### src/rtl/fact_engine.sv
module fact_engine #(
  parameter int DATA_W    = 32,
  parameter int ADDR_W    = 2,
  parameter int CAUSE_W   = 4,
  parameter int IRQ_CAUSE = 1,
  parameter int IEN_BIT   = 7
) (
  input  logic              clk,
  input  logic              rst_n,
  input  logic              bus_wr,
  input  logic [ADDR_W-1:0] bus_addr,
  input  logic [DATA_W-1:0] bus_wdata,
  output logic [DATA_W-1:0] bus_rdata,
  output logic              irq_req,
  output logic [CAUSE_W-1:0] irq_cause
);
  localparam logic [ADDR_W-1:0] A_LIVE = ADDR_W'(0);
  localparam logic [ADDR_W-1:0] A_OPND = ADDR_W'(1);
  localparam logic [ADDR_W-1:0] A_STAT = ADDR_W'(2);

  logic [DATA_W-1:0] live_q, opnd_q, acc_q, cnt_q;
  logic              busy_q, ien_q, irq_q;
  logic              last_step;

  assign last_step = busy_q && (cnt_q <= DATA_W'(1));
  assign irq_req   = irq_q;
  assign irq_cause = irq_q ? CAUSE_W'(IRQ_CAUSE) : '0;

  always_comb begin
    bus_rdata = '0;
    case (bus_addr)
      A_LIVE: bus_rdata = live_q;
      A_OPND: bus_rdata = opnd_q;
      A_STAT: begin
        bus_rdata[0]       = busy_q;
        bus_rdata[IEN_BIT] = ien_q;
      end
      default: bus_rdata = '0;
    endcase
  end

  always_ff @(posedge clk or negedge rst_n) begin
    if (!rst_n) begin
      live_q <= '0;
      opnd_q <= '0;
      acc_q  <= '0;
      cnt_q  <= '0;
      busy_q <= 1'b0;
      ien_q  <= 1'b0;
      irq_q  <= 1'b0;
    end else begin
      irq_q <= 1'b0;
      if (bus_wr && bus_addr == A_LIVE) live_q <= ~bus_wdata;
      if (bus_wr && bus_addr == A_STAT) ien_q <= bus_wdata[IEN_BIT];
      if (busy_q) begin
        if (last_step) begin
          opnd_q <= acc_q;
          busy_q <= 1'b0;
          irq_q  <= ien_q;
        end else begin
          acc_q <= acc_q * cnt_q;
          cnt_q <= cnt_q - DATA_W'(1);
        end
      end else if (bus_wr && bus_addr == A_OPND) begin
        opnd_q <= bus_wdata;
        cnt_q  <= bus_wdata;
        acc_q  <= DATA_W'(1);
        busy_q <= 1'b1;
      end
    end
  end
endmodule


### config.mk
export PLATFORM = sky130hd
export DESIGN_NAME = fact_engine
export DESIGN_NICKNAME = d
export VERILOG_FILES = /design/src/rtl/fact_engine.sv
export SDC_FILE = /design/constraint.sdc
export NUM_CORES = 1
export LEC_CHECK = 0
export ABC_CLOCK_PERIOD_IN_PS = 7400
export BUFFER_PORTS_ARGS = -buffer_cell sky130_fd_sc_hd__buf_2
export CAP_MARGIN = 10
export CORE_AREA = 2 2 210 212
export DETAILED_ROUTE_END_ITERATION = 10
export DIE_AREA = 0 0 212 214
export PLACE_DENSITY = 0.83
export SETUP_SLACK_MARGIN = 0.15
export SYNTH_ARGS = -nofsm -noshare
export SYNTH_HDL_FRONTEND = slang
export SYNTH_SLANG_ARGS = --single-unit
### constraint.sdc
create_clock -name clk -period 7.4 [get_ports clk]
set_clock_uncertainty 0.1 [all_clocks]
set_input_delay 1.48 -clock clk [delete_from_list [all_inputs] [get_ports clk]]
set_output_delay 1.48 -clock clk [all_outputs]
set_load 0.005 [all_outputs]
==> results of run 1 <==
[sequential cells by signal, indices dropped and copies added (netlist names)]
register,cells
live_q,32
cnt_q,32
busy_q,1
irq_req,1
acc_q,32
ien_q,1
opnd_q,32
[cell type report]
type | instances | share of cell area
clock buffers | 17 | 0.01781
multi-input cells | 1767 | 0.7046
clock inverters | 15 | 0.006966
inverters | 391 | 0.06144
repair buffers | 146 | 0.04049
flip-flops and latches | 131 | 0.1381
well taps | 585 | 0.03064
[tightest hold or removal path, stage by stage (launching register included)]
cell and delay (ps):
dfrtp_1 340, nand2_1 50, o21ai_0 60
[cell usage after synthesis (5+ instances only)]
master | n | area, um^2
inv_1 | 389 | 1460
o21a_1 | 6 | 45.04
and2_1 | 313 | 1958
a21oi_1 | 106 | 530.5
mux2i_1 | 55 | 550.5
ha_1 | 125 | 1564
nor2_1 | 89 | 334.1
nor3_1 | 13 | 65.06
buf_2 | 19 | 95.09
buf_4 | 5 | 37.54
nand3_1 | 42 | 210.2
nand2_1 | 294 | 1104
nor2b_1 | 14 | 87.58
dfrtp_1 | 131 | 3278
xnor2_1 | 60 | 525.5
fa_1 | 408 | 8168
o22ai_1 | 8 | 50.05
clkbuf_1 | 137 | 514.2
a31oi_1 | 7 | 43.79
a21o_1 | 12 | 90.09
nor4_1 | 9 | 56.30
nand4_1 | 5 | 31.28
xor2_1 | 24 | 210.2
and3_1 | 6 | 37.54
o21ai_0 | 104 | 520.5
[routing by layer]
layer / global-route usage / vias to the layer above / wire (um) / share of wire
li1: - / 7498 / - / -
met1: 0.3761 / 8789 / 23450 / 0.37
met2: 0.4574 / 974 / 29340 / 0.47
met3: 0.06729 / 221 / 6493 / 0.10
met4: 0.1387 / 0 / 3476 / 0.055
met5: 0 / - / 0 / 0
[stage by stage]
stage          worst slack, ps  area [um^2]  hold slack, ps
6_report                 233.2        23890           382.6
5_1_grt                  33.64        23890           408.7
4_1_cts                  152.7        23760           385.1
3_5_place_dp             92.14        23160           369.8
3_3_place_gp             286.7        23160           360.3
2_1_floorplan            463.2        22170           349.2
[worst max path at each step]
stage,to,slack (ps),cells after the start
2_1_floorplan,acc_q[23],460,25
3_3_place_gp,acc_q[31],290,21
3_5_place_dp,acc_q[31],90,21
4_1_cts,acc_q[31],150,21
5_1_grt,acc_q[23],30,22
6_report,acc_q[23],230,22
[timing repair]
item | 4_1_cts | 5_1_grt
endpoints found under the setup margin | 3 | 7
buffers inserted | 0 | 2
resized for setup | 3 | 33
pin swaps | 0 | 2
hold endpoints to repair | 0 | 0
[cells by family after synthesis]
logic type,share of synthesized area
AOI/OAI and AO/OA,0.07166
xor gates and xnor gates,0.03422
adders and majority gates,0.4392
buffers and inverters,0.09628
DFF,0.1479
muxes,0.02535
other,0.0001692
and+or+nand+nor,0.1852
==> metrics, run 1 <==
Crit-path slowest cell fa_1; synth unique cells 67; Hold Path Sink live_q[28]; Vias roughly 17000; crit path buf inv count 4; post-DR wirelength/cell 20.56 um; # rows 76; post-cts hold buffer count 0; HP Class reg2reg; Hold Startpoint live_q[28]; Clock Pin Slew Worst Setup and Hold Paths 70 ps; area delta synth->final 7.815%; Post-Place Cells 3018; root buffer cell clkbuf_16; Max-Cap Viols 0; Reg area 3298 um^2; yosys warns 0; IO Count 74; Initial Util 0.5167; Crit Path Class reg2reg; Fin. Hold Viols 0; initial antenna violation count 2; DRT antenna net count 0; TritonCTS buffer count 17; H-tree depth 4; mean post-synth cell area 9.040 um^2; TritonCTS clock tree done; max incr delay on CP 560 ps; Critical Path End Type flop; WP data required 7620 ps; fin crit period 7167 ps; CTS Buffer Depth 2; Final #Nets ~3000; hold depth 2; layout cell share with drive strength beyond 1 0.08715; core area 42890 um^2; Global Route Usage Sum 0.2893; final WL between 60000 and 70000 um; multi-input logic area 16830 um^2; Clock Sinks 131; DRC 0; Critical Path Source cnt_q[2]; Critical Path Most Common Cell fa_1; PortBufs 70; number of fill cells 3530; EDFF count, synth 0; fmax 0.1395 GHz; CP max FO 8; max_slew headroom 0.2829; Critical Path AT 7390 ps; Layout Utilization 0.5570; gp weighted congestion between 0.9 and 1; first-pass GRT wire length 101200 um; ys flop type dfrtp_1; worst reg-to-reg setup slack 230 ps; Syn Inst Count 2451; status finished clean; RSZ-0062 raised after global routing false; CP startpoint kind flop; DIE HEIGHT 214 um; TritonRoute pass-1 iters 8; Slew @ Worst Pin between 1000 and 1500 ps; DRC marker count from the first detailed-route iteration 1710; crit-path cells and2_1, fa_1, inv_1, fa_1, fa_1, fa_1, inv_1, fa_1, inv_1, fa_1, inv_1, fa_1, fa_1, ha_4, nand2_1, a2111oi_1, o31ai_1, a21oi_1, o21a_1, o21ai_1, a21o_1, a32o_1; die width 212 um; final setup fails 0; Clock Latency Late Sink 450 ps; final worst-path cycle share 0.9685; Reg2Reg Depth 22; final cell count without fillers 3052; vias in the first global route 18690; die area 45370 um^2; Antenna Cells 0; largest net degree at the start of global routing 79; Setup TNS 0 ps; Final Slew Violations 0; most frequent cells in the layout 408 x fa_1, 389 x inv_1, 313 x and2_1; beginning of the worst register-to-register path cnt_q[2]; vias per cell 5.728; grt ovf 0; hpwl dp 49020 um; mapped cell area 22160 um^2; CP top delay family adder cells; register bit total from synthesis 131; Seq/Total Area, Yosys 0.1479; asr flop ratio synth 1.000; worst r2r dst acc_q[23]; leading cell type in the layout, fill and taps excluded fa_1
Power of run 1 is not shown: default switching activity piles up to over one toggle a cycle in this logic, so the estimate is an artifact.
==> run 2, diff against run 1 <==
--- a/config.mk
+++ b/config.mk
@@ -5,12 +5,13 @@
 export SDC_FILE = /design/constraint.sdc
 export NUM_CORES = 1
 export LEC_CHECK = 0
+export ABC_AREA = 1
 export ABC_CLOCK_PERIOD_IN_PS = 7400
 export BUFFER_PORTS_ARGS = -buffer_cell sky130_fd_sc_hd__buf_2
 export CAP_MARGIN = 10
-export CORE_AREA = 2 2 210 212
+export CORE_AREA = 2 2 215 217
 export DETAILED_ROUTE_END_ITERATION = 10
-export DIE_AREA = 0 0 212 214
+export DIE_AREA = 0 0 217 219
 export PLACE_DENSITY = 0.83
 export SETUP_SLACK_MARGIN = 0.15
 export SYNTH_ARGS = -nofsm -noshare
==> run 2 against run 1 <==
  * Final cell count rose by 23%
  * Die area grew 4.8%
  * Final area rose by 4.8%
  * Maximum frequency up 2.8%
  * Hold slack gained 2.7 ps
  * First-iteration DRC count is 10% higher
  * Critical path depth up 1
  * Register-to-register slack gained 200 ps
  * Global-route usage decreased by 0.48 points
  * Count of clock-buffer cells in the layout rose by 5
  * Routed wire length rose by 2.4%
  * Synthesized cell count increased by 28%
==> metrics, run 2 <==
fin crit period 6971 ps; PortBufs 70; WP data required approximately 7600 ps; Final #Nets 3717; final cell count without fillers 3759; sequential power share 0.453; beginning of the worst register-to-register path acc_q[19]; first-pass GRT wire length 105500 um; synth unique cells 48; Slew @ Worst Pin between 800 and 900 ps; Area contributors post-synth fa_1 35%, nand2_1 15%, dfrtp_1 14%; yosys warns 0; Setup TNS 0 ps; TritonRoute pass-1 iters 6; vias in the first global route 20620; die area 47520 um^2; top-count cell post-synth nand2_1; post-synthesis adder-cell area fraction 0.4183; initial antenna violation count 1; Post-Place Cells 3728; largest net degree at the start of global routing just under 70; Antenna Cells 0; Fin. Hold Viols 0; grt ovf 0; area delta synth->final 7.615%; DRC marker count from the first detailed-route iteration about 1900; fmax 0.1435 GHz; Max-Cap Viols 0; TritonCTS clock tree done; Pint 1255 uW; HP Class reg2reg; Setup WS post-layout 429.4 ps; maximum VDD drop 0.1969 mV; pwr/cell area 67.12 nW/um^2; Critical Path Source acc_q[19]; # rows 78; clock share of power 0.487; most frequent cells after synthesis 906 x nand2_1, 849 x inv_1, 408 x fa_1; asr flop ratio synth 1.000; status finished clean; Critical Path End Type flop; Seq/Total Area, Yosys 0.1409; final setup fails 0; Leak Pwr 0.01516 uW; core area 45090 um^2; register bit total from synthesis 131; Synth area leader fa_1; Hold Startpoint live_q[30]; Crit Path Class reg2reg; max_slew headroom 0.4394; Vias between 15000 and 20000; root buffer cell clkbuf_16; Syn Inst Count between 3000 and 4000; mapped cell area 23270 um^2; largest family of logic cells by synthesized area adder cells; vias per cell 5.295; DP Worst Slack 352.0 ps; number of fill cells 3986; Initial Util 0.5160; gp weighted congestion 1.003; Critical Path AT 7180 ps; mean post-synth cell area 7.438 um^2; DIE HEIGHT 219 um; post-cts hold buffer count 0; Global Route Usage Sum 0.2845; switching share of power 0.2532; leading cell type in the layout, fill and taps excluded nand2_1; Final Slew Violations 0; CTS Buffer Depth 2; DRC 0; layout cell share with drive strength beyond 1 0.07502; Synth Area in Simple Gates 0.1916; top-area cell type share of the netlist area 0.3511; RSZ-0062 raised after global routing false; IO Count 74; EDFF count, synth 0; CP max FO 14; Sw Pwr 425.5 uW; Clock Latency Late Sink 440 ps; die width roughly 220 um; CP startpoint kind flop; post-DR wirelength/cell 17.09 um; DRT antenna net count 0; XOR/XNOR share of the synthesized area 0.01092; TritonCTS buffer count 17; final worst-path cycle share 0.9420; Clock Sinks 131; multiplexer share of the synthesized area 0; final WL 64250 um; H-tree depth 4; Compound-Gate Fraction of Synth Area 0.06932; most frequent cells in the layout 906 x nand2_1, 848 x inv_1, 408 x fa_1; ys flop type dfrtp_1; hpwl dp between 50000 and 60000 um; combinational fraction of design power 0.060; Clock Pin Slew Worst Setup and Hold Paths ~70 ps
[run 2: final timing paths]
path	endpoint	slack (ps)	cells past startpoint
worst max-delay path	acc_q[29]	430	23
worst min-delay path	live_q[30]	390	2
worst max register to register	acc_q[29]	430	23
worst min register to register	live_q[30]	390	2
max in group asynchronous	acc_q[9]	4910	2
min in group asynchronous	cnt_q[22]	930	1
[run 2: final cells by class]
| type | count | area (um^2) | area share |
|---|---|---|---|
| Multi-Input combinational cell | 1980 | 16070 | 0.6418 |
| Sequential cell | 131 | 3296 | 0.1316 |
| Inverter | 855 | 3209 | 0.1282 |
| Timing Repair Buffer | 162 | 1147 | 0.04582 |
| Tap cell | 600 | 750.7 | 0.02998 |
| Clock buffer | 22 | 494.2 | 0.01974 |
| Clock inverter | 9 | 70.07 | 0.002798 |
[run 2: worst max-delay path: stages (launching register included)]
cell	delay, ps
dfrtp_1	830
nand2_1	100
inv_1	100
fa_1	420
inv_1	80
fa_1	420
fa_1	470
fa_1	560
inv_1	60
fa_1	480
fa_1	580
fa_1	440
fa_1	470
ha_1	420
nand2_1	120
nor2_1	160
inv_1	100
nor3_1	210
nand3_1	120
nand3_1	180
a21o_1	150
a21oi_1	60
o21ai_0	90
o21ai_0	110
[run 2: kinds of logic (layout without fill, tap and decap cells)]
kind of cell | count (synthesis) | count (layout)
DFF | 131 | 131
buffers and inverters | 1019 | 1048
adders and majority gates | 533 | 533
xor gates and xnor gates | 29 | 29
other | 1 | 3
and+or+nand+nor | 1118 | 1118
AOI/OAI and AO/OA | 297 | 297
[run 2: timing repair]
| item | in CTS | in global routing |
|---|---|---|
| setup endpoints to repair | 0 | 11 |
| endpoints found under the hold margin | 0 | 0 |
| setup buffers | 0 | 0 |
| resized for setup | 0 | 14 |
[run 2: power groups by stage]
| stage | Clock, uW | Combinational (uW) | Sequential (uW) |
|---|---|---|---|
| after global placement | 0 | 96.7 | 772 |
| after CTS | 819 | 100 | 761 |
| after global routing | 847 | 113 | 765 |
| after floorplan | 0 | 45.9 | 770 |
| after detailed placement | 0 | 98.7 | 773 |
| final | 819 | 100 | 762 |
[run 2: stage by stage]
step | area [um^2] | hold WS (ps) | power (uW) | utilization
final | 25040 | 385.4 | 1681 | 0.5553
after global routing | 25040 | 404.7 | 1725 | 0.5553
after CTS | 25020 | 387.6 | 1681 | 0.5549
after detailed placement | 24460 | 373.5 | 872.2 | 0.5424
after global placement | 24460 | 365.7 | 868.6 | 0.5424
after floorplan | 23270 | 353.4 | 815.7 | -
[run 2: metal layers]
layer | track usage | share of wire | vias up
met2 | 0.4681 | 0.46 | 1062
met3 | 0.05073 | 0.10 | 221
met1 | 0.3624 | 0.38 | 9588
met5 | 0 | 0 | -
li1 | - | - | 9033
met4 | 0.1436 | 0.055 | 0
Note: power is estimated with default switching activity, not from simulation.
